[src/rtl/norm_pkg.sv]
package norm_pkg;

  // Control sequencer states
  typedef enum logic [1:0] {
    ST_IDLE  = 2'd0,
    ST_PREP  = 2'd1,
    ST_SHIFT = 2'd2,
    ST_POST  = 2'd3
  } norm_state_e;

endpackage

[src/rtl/norm_rst_sync.sv]
module norm_rst_sync #(
  parameter int STAGES = 2
) (
  input  logic clk,
  input  logic rst_n,
  output logic rst_sync_n
);

  logic [STAGES-1:0] sync_q;

  always_ff @(posedge clk or negedge rst_n) begin
    if (!rst_n) begin
      sync_q <= '0;
    end else begin
      sync_q <= {sync_q[STAGES-2:0], 1'b1};
    end
  end

  assign rst_sync_n = sync_q[STAGES-1];

endmodule

[src/rtl/norm_ctrl.sv]
module norm_ctrl
  import norm_pkg::*;
#(
  parameter int PREP_CYC = 2,
  parameter int POST_Z   = 1,
  parameter int POST_NZ  = 3
) (
  input  logic clk,
  input  logic rst_n,
  input  logic start_i,
  input  logic zero_i,
  input  logic msb_now_i,
  input  logic msb_next_i,
  output logic load_o,
  output logic shift_o,
  output logic capture_o,
  output logic busy_o,
  output logic done_o
);

  localparam int PH_MAX0 = (PREP_CYC > POST_Z) ? PREP_CYC : POST_Z;
  localparam int PH_MAX  = (PH_MAX0 > POST_NZ) ? PH_MAX0 : POST_NZ;
  localparam int PH_W    = (PH_MAX > 1) ? $clog2(PH_MAX) : 1;

  localparam logic [PH_W-1:0] PH_PREP = PH_W'(PREP_CYC - 1);
  localparam logic [PH_W-1:0] PH_PZ   = PH_W'(POST_Z - 1);
  localparam logic [PH_W-1:0] PH_PNZ  = PH_W'(POST_NZ - 1);

  norm_state_e     state_q, state_d;
  logic [PH_W-1:0] ph_q, ph_d;
  logic            ph_zero;

  assign ph_zero = (ph_q == '0);

  // Next-state process
  always_comb begin
    state_d   = state_q;
    ph_d      = ph_q;
    load_o    = 1'b0;
    shift_o   = 1'b0;
    capture_o = 1'b0;
    unique case (state_q)
      ST_IDLE: begin
        if (start_i) begin
          load_o  = 1'b1;
          state_d = ST_PREP;
          ph_d    = PH_PREP;
        end
      end
      ST_PREP: begin
        if (!ph_zero) begin
          ph_d = ph_q - 1'b1;
        end else if (zero_i) begin
          capture_o = 1'b1;
          state_d   = ST_POST;
          ph_d      = PH_PZ;
        end else if (msb_now_i) begin
          capture_o = 1'b1;
          state_d   = ST_POST;
          ph_d      = PH_PNZ;
        end else begin
          state_d = ST_SHIFT;
        end
      end
      ST_SHIFT: begin
        shift_o = 1'b1;
        if (msb_next_i) begin
          capture_o = 1'b1;
          state_d   = ST_POST;
          ph_d      = PH_PNZ;
        end
      end
      ST_POST: begin
        if (ph_zero) begin
          state_d = ST_IDLE;
        end else begin
          ph_d = ph_q - 1'b1;
        end
      end
      default: state_d = ST_IDLE;
    endcase
  end

  // Register process
  always_ff @(posedge clk or negedge rst_n) begin
    if (!rst_n) begin
      state_q <= ST_IDLE;
      ph_q    <= '0;
    end else begin
      state_q <= state_d;
      ph_q    <= ph_d;
    end
  end

  assign busy_o = (state_q != ST_IDLE);
  assign done_o = (state_q == ST_POST) && ph_zero;


  done_single_chk: assert property (@(posedge clk) disable iff (!rst_n)
    done_o |=> !done_o);

  busy_from_start_chk: assert property (@(posedge clk) disable iff (!rst_n)
    $rose(busy_o) |-> $past(start_i));

  done_busy_chk: assert property (@(posedge clk) disable iff (!rst_n)
    done_o |-> busy_o);

  start_ignored_chk: assert property (@(posedge clk) disable iff (!rst_n)
    (busy_o && !done_o) |=> busy_o);

  idle_after_done_chk: assert property (@(posedge clk) disable iff (!rst_n)
    done_o |=> !busy_o);

endmodule

[src/rtl/norm_datapath.sv]
module norm_datapath #(
  parameter int DATA_W = 32,
  parameter int CNT_W  = 8
) (
  input  logic              clk,
  input  logic              rst_n,
  input  logic              load_i,
  input  logic              shift_i,
  input  logic              capture_i,
  input  logic [DATA_W-1:0] operand_i,
  output logic              zero_o,
  output logic              msb_now_o,
  output logic              msb_next_o,
  output logic [DATA_W-1:0] result_o,
  output logic [CNT_W-1:0]  count_o
);

  logic [DATA_W-1:0] work_q, work_d;
  logic [CNT_W-1:0]  cnt_q, cnt_d;
  logic [DATA_W-1:0] res_q;
  logic [CNT_W-1:0]  rcnt_q;
  logic              work_en;

  // Next-state process for the working word and running count
  always_comb begin
    work_d = work_q;
    cnt_d  = cnt_q;
    if (load_i) begin
      work_d = operand_i;
      cnt_d  = '0;
    end else if (shift_i) begin
      work_d = {work_q[DATA_W-2:0], 1'b0};
      cnt_d  = cnt_q + 1'b1;
    end
  end

  assign work_en = load_i | shift_i;

  // Register processes with explicit enables
  always_ff @(posedge clk or negedge rst_n) begin
    if (!rst_n) begin
      work_q <= '0;
      cnt_q  <= '0;
    end else if (work_en) begin
      work_q <= work_d;
      cnt_q  <= cnt_d;
    end
  end

  always_ff @(posedge clk or negedge rst_n) begin
    if (!rst_n) begin
      res_q  <= '0;
      rcnt_q <= '0;
    end else if (capture_i) begin
      res_q  <= work_d;
      rcnt_q <= cnt_d;
    end
  end

  assign zero_o     = (work_q == '0);
  assign msb_now_o  = work_q[DATA_W-1];
  assign msb_next_o = work_q[DATA_W-2];
  assign result_o   = res_q;
  assign count_o    = rcnt_q;


  no_lost_one_chk: assert property (@(posedge clk) disable iff (!rst_n)
    shift_i |-> !work_q[DATA_W-1]);

  shift_count_chk: assert property (@(posedge clk) disable iff (!rst_n)
    shift_i |=> (cnt_q == $past(cnt_q) + 1'b1));

endmodule

[src/rtl/norm_iter.sv]
module norm_iter #(
  parameter int DATA_W   = 32,
  parameter int CNT_W    = 8,
  parameter int CYC_ZERO = 4,
  parameter int CYC_BASE = 6,
  parameter int PREP_CYC = 2
) (
  input  logic              clk,
  input  logic              rst_n,
  input  logic              start_i,
  input  logic [DATA_W-1:0] operand_i,
  output logic              busy_o,
  output logic              done_o,
  output logic [DATA_W-1:0] result_o,
  output logic [CNT_W-1:0]  shift_cnt_o
);

  localparam int POST_Z  = CYC_ZERO - 1 - PREP_CYC;
  localparam int POST_NZ = CYC_BASE - 1 - PREP_CYC;

  logic rst_sync_n;
  logic load, shift, capture;
  logic zero, msb_now, msb_next;

  norm_rst_sync #(.STAGES(2)) rst_sync_i (
    .clk        (clk),
    .rst_n      (rst_n),
    .rst_sync_n (rst_sync_n)
  );

  norm_ctrl #(
    .PREP_CYC (PREP_CYC),
    .POST_Z   (POST_Z),
    .POST_NZ  (POST_NZ)
  ) ctrl_i (
    .clk        (clk),
    .rst_n      (rst_sync_n),
    .start_i    (start_i),
    .zero_i     (zero),
    .msb_now_i  (msb_now),
    .msb_next_i (msb_next),
    .load_o     (load),
    .shift_o    (shift),
    .capture_o  (capture),
    .busy_o     (busy_o),
    .done_o     (done_o)
  );

  norm_datapath #(
    .DATA_W (DATA_W),
    .CNT_W  (CNT_W)
  ) dp_i (
    .clk        (clk),
    .rst_n      (rst_sync_n),
    .load_i     (load),
    .shift_i    (shift),
    .capture_i  (capture),
    .operand_i  (operand_i),
    .zero_o     (zero),
    .msb_now_o  (msb_now),
    .msb_next_o (msb_next),
    .result_o   (result_o),
    .count_o    (shift_cnt_o)
  );


  result_form_chk: assert property (@(posedge clk) disable iff (!rst_sync_n)
    done_o |-> (result_o[DATA_W-1] || (result_o == '0 && shift_cnt_o == '0)));

  count_bound_chk: assert property (@(posedge clk) disable iff (!rst_sync_n)
    done_o |-> (shift_cnt_o <= CNT_W'(DATA_W - 1)));

  reset_idle_chk: assert property (@(posedge clk)
    !rst_sync_n |=> (!busy_o && !done_o && result_o == '0));

endmodule

[config.mk]
export PLATFORM = sky130hd
export DESIGN_NAME = norm_iter
export DESIGN_NICKNAME = d
export VERILOG_FILES = /design/src/rtl/norm_pkg.sv /design/src/rtl/norm_rst_sync.sv /design/src/rtl/norm_ctrl.sv /design/src/rtl/norm_datapath.sv /design/src/rtl/norm_iter.sv
export SDC_FILE = /design/constraint.sdc
export NUM_CORES = 1
export LEC_CHECK = 0
export BUFFER_PORTS_ARGS = -buffer_cell sky130_fd_sc_hd__buf_2
export CAP_MARGIN = 20
export CORE_MARGIN = 2
export CORE_UTILIZATION = 23
export CTS_CLUSTER_DIAMETER = 100
export DETAILED_ROUTE_END_ITERATION = 7
export SLEW_MARGIN = 40
export SYNTH_ARGS = -nofsm -noshare
export SYNTH_HDL_FRONTEND = slang
export SYNTH_SLANG_ARGS = --single-unit
[constraint.sdc]
create_clock -name clk -period 3.1 [get_ports clk]
set_clock_uncertainty 0.05 [all_clocks]
set_input_delay 0 -clock clk [delete_from_list [all_inputs] [get_ports clk]]
set_output_delay 0 -clock clk [all_outputs]
set_load 0.03 [all_outputs]
### Word-level counts from Yosys, hierarchy flattened

Cells that the tools add are included.

| storage, ports and cells | value |
|---|---|
| output and inout bits | 42 |
| register bits after elaboration | 86 |
| bits of input ports | 35 |
| word-level logic and storage cells | 51 |

| cells by class | value |
|---|---|
| eq/ne operators | 9 |
| reduce and logical (&&, ||, !) cells | 7 |
| add/subtract/negate cells | 2 |
| mux-type cells | 25 |
| bitwise gates (word level) | 1 |

Operators by type and width:

| operator | count |
|---|---|
| $mux W32 | 2 |
| $logic_not A32 Y1 | 1 |
| $mux W2 | 10 |
| $mux W8 | 2 |
| $pmux W2 S4 | 2 |
| $add A8 B1 Y8 const B | 1 |
| $mux W1 | 8 |
| $reduce_and A4 Y1 | 2 |
| $ne A2 B1 Y1 const B | 3 |
| $eq A2 B2 Y1 const B | 2 |
| $logic_not A2 Y1 | 2 |
| $ne A2 B2 Y1 const B | 2 |
| $ne A4 B2 Y1 const B | 1 |
| $eq A2 B1 Y1 const B | 1 |
| $pmux W1 S2 | 1 |
| $reduce_bool A2 Y1 | 1 |
| $sub A2 B1 Y2 const B | 1 |
| $logic_and A1 B1 Y1 | 1 |
| $or A1 B1 Y1 | 1 |

### Longest topological paths before layout

| logic depth | value |
|---|---|
| word-level depth | 4 |
| gate-level depth with buffers | 8 |

### Cells and area by module

A second synthesis with hierarchy kept.

| second synthesis, totals | value |
|---|---|
| cells, all modules | 333 |
| area total of the unflattened synthesis | 3966.3 µm² |

Modules (own cells, without submodules):

| module | cells an instance | sequential area each (µm²) | times used | area each (µm²) |
|---|---|---|---|---|
| norm_datapath | 290 | 2001.9 | 1 | 3514.6 |
| norm_ctrl | 40 | 100.1 | 1 | 397.9 |
| norm_rst_sync | 3 | 50.0 | 1 | 53.8 |

### Worst setup path after synthesis

OpenSTA, ideal clock, no wires.

| path | value |
|---|---|
| path type | register -> register |
| start | register ctrl_i.state_q[0] |
| end | register dp_i.rcnt_q[0], in the netlist dp_i.count_o[0] |
| arrival time | 1679 ps |
| cell stages (with the launch flop) | 7 |
| setup slack | 1245 ps |
| setup time | 125 ps |
| clock period less this slack | 1855 ps |
| data required time | 2925 ps |
| cell sequence | dfrtp_1 inv_1 ha_1 and2_1 o311ai_4 buf_6 mux2_4 |

| on the way | value |
|---|---|
| cells in the longest elaborated chain, start to end | 4 |
| elaborated cells on any way between the ends | 8 |

RTL lines:

| element | line | RTL |
|---|---|---|
| start: declaration | norm_ctrl.sv:29 | `norm_state_e state_q, state_d;` |
| start signal: assignment | norm_ctrl.sv:90 | `state_q <= state_d;` |
| $eq A2 B2 Y1 | norm_ctrl.sv:42 | `unique case (state_q)` |
| $mux W1 | norm_ctrl.sv:42 |  |
| $mux W8 | norm_datapath.sv:31 | `end else if (shift_i) begin` |
| $mux W8 | norm_datapath.sv:28 | `if (load_i) begin` |
| end signal: assignment | norm_datapath.sv:56 | `rcnt_q <= cnt_d;` |
| end: declaration | norm_datapath.sv:21 | `logic [CNT_W-1:0] rcnt_q;` |

Parallel ways exist; a longest one is shown, timed or not.
A chain may end at the register's enable or synchronous reset.

### Worst setup path in the final report

| path | value |
|---|---|
| start | register ctrl_i.state_q[0] |
| end | register dp_i.rcnt_q[7], in the netlist dp_i.count_o[7] |

Same word-level chain as after synthesis.

==> results.py <==
metrics = {
    "final_layout": {
        "final-seq-area_sq_um": 2160,
        "n_fill_cell": 1713,
        "fin_nets": 470,
        "diodes": 0,
        "final_layout_size_suffix_gt1_frac": 0.338,
        "area_growth_pct": 33.3,
        "final_cells": 652,
        "multi_input_area_sq_um": 1680,
    },
    "logic_synthesis": {
        "syn_avg_cell_area_sq_um": 12.6,
        "yosysSeqAreaShare": 0.544,
        "synth_top_flop_cell": "dfrtp_1",
        "synth_edf_count": 0,
        "synth_fp_nets": 357,
        "synth_cells": 314,
        "netlist_area_sq_um": 3950,
        "ys_types": 32,
        "async_flop_share": 1.00,
        "yosysWarnings": 0,
        "synth-seq-cells": 86,
    },
    "pwr": {
        "ir_worst_vdd_mv": 0.474,
        "p_leak_nw": 2.46,
        "p_total_mw": 5.85,
        "power.density_nw_per_um2": 1110,
    },
    "place": {
        "post-place-ws_ns": 0.613,
        "dp_hpwl_mm": 6.58,
        "numPortBuffers": 76,
        "placed_cells": 602,
        "gp_congestion": 0.778,
    },
    "setup_path": {
        "critPathArrivalTime_ns": 2.65,
        "startpoint": "ctrl_i.state_q[0]$_DFFE_PN0P_",
        "r2r_slack_ns": 0.62,
        "startpoint_type": "flop",
        "cp.required_ns": 3.27,
        "crit_type": "flop to flop",
        "reg2reg_from": "ctrl_i.state_q[0]$_DFFE_PN0P_",
        "cp-end-kind": "flop",
        "cp_max_fo": 37,
    },
    "flow_run": {
        "drv_cap": 0,
    },
    "clock_network": {
        "cts_tree": "built",
        "cts_max_level": 3,
        "cts_made_buffers": 9,
        "clkLatencyLatePin_ns": 0.34,
        "clk_path_buf_depth": 2,
        "clk_pin_slew_worst_paths_ns": 0.06,
        "postCtsSetupBuffers": 0,
        "clock-sinks": 86,
        "cts_root_buf": "clkbuf_16",
    },
    "global_route": {
        "grt_pass1_wl_mm": 15.0,
        "antenna_found_initial": 0,
        "grt_max_degree": 48,
        "track_usage": 0.106,
        "grt_overflow": 0,
        "grt_pass1_vias": 2892,
    },
    "route": {
        "drc": 0,
        "wire_per_inst_um": 14.1,
        "antenna_left": 0,
        "vias": 2760,
        "viasPerCell": 4.23,
        "wl_mm": 9.19,
        "drt_first_pass_iters": 6,
        "dr.first_iter.drc_count": 147,
    },
    "sta": {
        "worst_slew_pin_slew_ns": 0.724,
        "setup_slack_ns": 0.617,
        "fmax_mhz": 403,
        "finalCritPeriodShare": 0.801,
        "finalMaxSlewViolations": 0,
        "hold_violations": 0,
        "setup-tns-final_ns": 0,
        "max-slew-margin-rel": 0.517,
        "min_period_ns": 2.48,
        "setup_viol": 0,
        "rsz0062_at_grt": "false",
    },
    "worst_hold_path": {
        "hp-start": "start_i",
        "hp-class": "input pin to flop",
    },
    "die": {
        "fp.coreArea_sq_um": 16700,
        "ios": 77,
        "rows": 47,
        "initial_utilization": 0.237,
        "chipWidth_um": 135,
        "fp.dieH_um": 135,
        "die_area_sq_um": 18300,
    },
    "run_status": {
        "status": "complete, no violations",
    },
}
## stage by stage
stage | util | hold WS [ns] | area (sq um)
2_1_floorplan | - | -0.346 | 3950
3_3_place_gp | 0.275 | -0.263 | 4590
3_5_place_dp | 0.275 | -0.262 | 4590
4_1_cts | 0.315 | 0.158 | 5270
5_1_grt | 0.315 | 0.193 | 5270
6_report | 0.315 | 0.173 | 5270
## worst paths after layout
path,endpoint,depth (start not counted)
max,dp_i.count_o[7]$_DFFE_PN0P_,8
min,ctrl_i.ph_q[0]$_DFFE_PN0P_,4
max reg2reg,dp_i.count_o[7]$_DFFE_PN0P_,8
min reg2reg,dp_i.cnt_q[2]$_DFFE_PN0P_,0
max in group asynchronous,dp_i.work_q[13]$_DFFE_PN0P_,1
min in group asynchronous,dp_i.cnt_q[2]$_DFFE_PN0P_,0
## critical path, stage by stage (launching register included)
cell and delay, ns:
dfrtp_1 0.40, inv_1 0.15, ha_2 0.19, buf_4 0.49, nand4_1 0.31, nor3_1 0.27
xnor2_1 0.15, nor2_1 0.07, mux2_4 0.26
## registers in the layout, indices dropped and copies added, names as in the netlist
name               count
dp_i.count_o           8
dp_i.work_q           32
ctrl_i.ph_q            2
dp_i.cnt_q             8
rst_sync_i.sync_q      2
ctrl_i.state_q         2
dp_i.result_o         32
## synth_stat cells (3+ instances only)
master	instances	share of area
dfrtp_1	86	0.54
mux2_4	40	0.15
nand2_1	38	0.036
o21ai_0	36	0.046
mux2i_1	33	0.084
nor2_1	10	0.0095
clkbuf_1	8	0.0076
ha_1	8	0.025
inv_1	8	0.0076
nor4_1	8	0.013
buf_2	4	0.0051
buf_6	4	0.011
nand4_1	4	0.0063
xnor2_1	3	0.0066
xor2_1	3	0.0066
## where the power goes
part | total, mW | internal, mW | switching, mW
sequential | 2.03 | 1.65 | 0.383
combinational | 2.64 | 1.14 | 1.49
clock | 1.19 | 0.750 | 0.435
total | 5.85 | 3.54 | 2.31
## metal layers
metal  vias up  part of all wire  GRT usage
met3         7             0.053     0.0282
met1      1353              0.49      0.142
met5         -                 0          0
met4         0             0.010     0.0341
li1       1323                 -          -
met2        77              0.45      0.168
## timing repair
item                      4_1_cts  5_1_grt
gates resized for setup         0        0
hold buffers                   34        0
hold endpoints to repair       43        0
## cell type report
type,count,area share
multi-input combinational,204,0.319
clock inverter,5,0.0154
timing repair buffer,118,0.151
sequential,86,0.409
clock buffer,11,0.0480
tap,220,0.0522
inverter,8,0.00570
## cell families (layout without fill, tap and decap cells)
kind of cell             Yosys count  count (layout)  share of synthesized area
AO/OA/AOI/OAI                     47              47                     0.0712
XOR/XNOR                           6               6                     0.0133
adder cells (fa/ha/maj)            8               8                     0.0253
buffers and inverters             24             142                     0.0316
flip-flops                        86              86                      0.544
multiplexers                      73              73                      0.235
other                              1               1                   0.000948
AND/OR/NAND/NOR                   69              69                     0.0779
## placed cells by master, fill, tap and decap left out, types with 3 or more instances in the layout
cell type / count
dfrtp_1: 85
buf_2: 76
mux2_4: 40
nand2_1: 38
o21ai_0: 36
dlygate4sd3_1: 34
mux2i_1: 33
nor2_1: 10
clkbuf_16: 9
inv_1: 8
nor4_1: 8
ha_1: 7
buf_4: 7
nand4_1: 4
xnor2_1: 3
xor2_1: 3
Note: power is estimated with default switching activity, not from simulation.
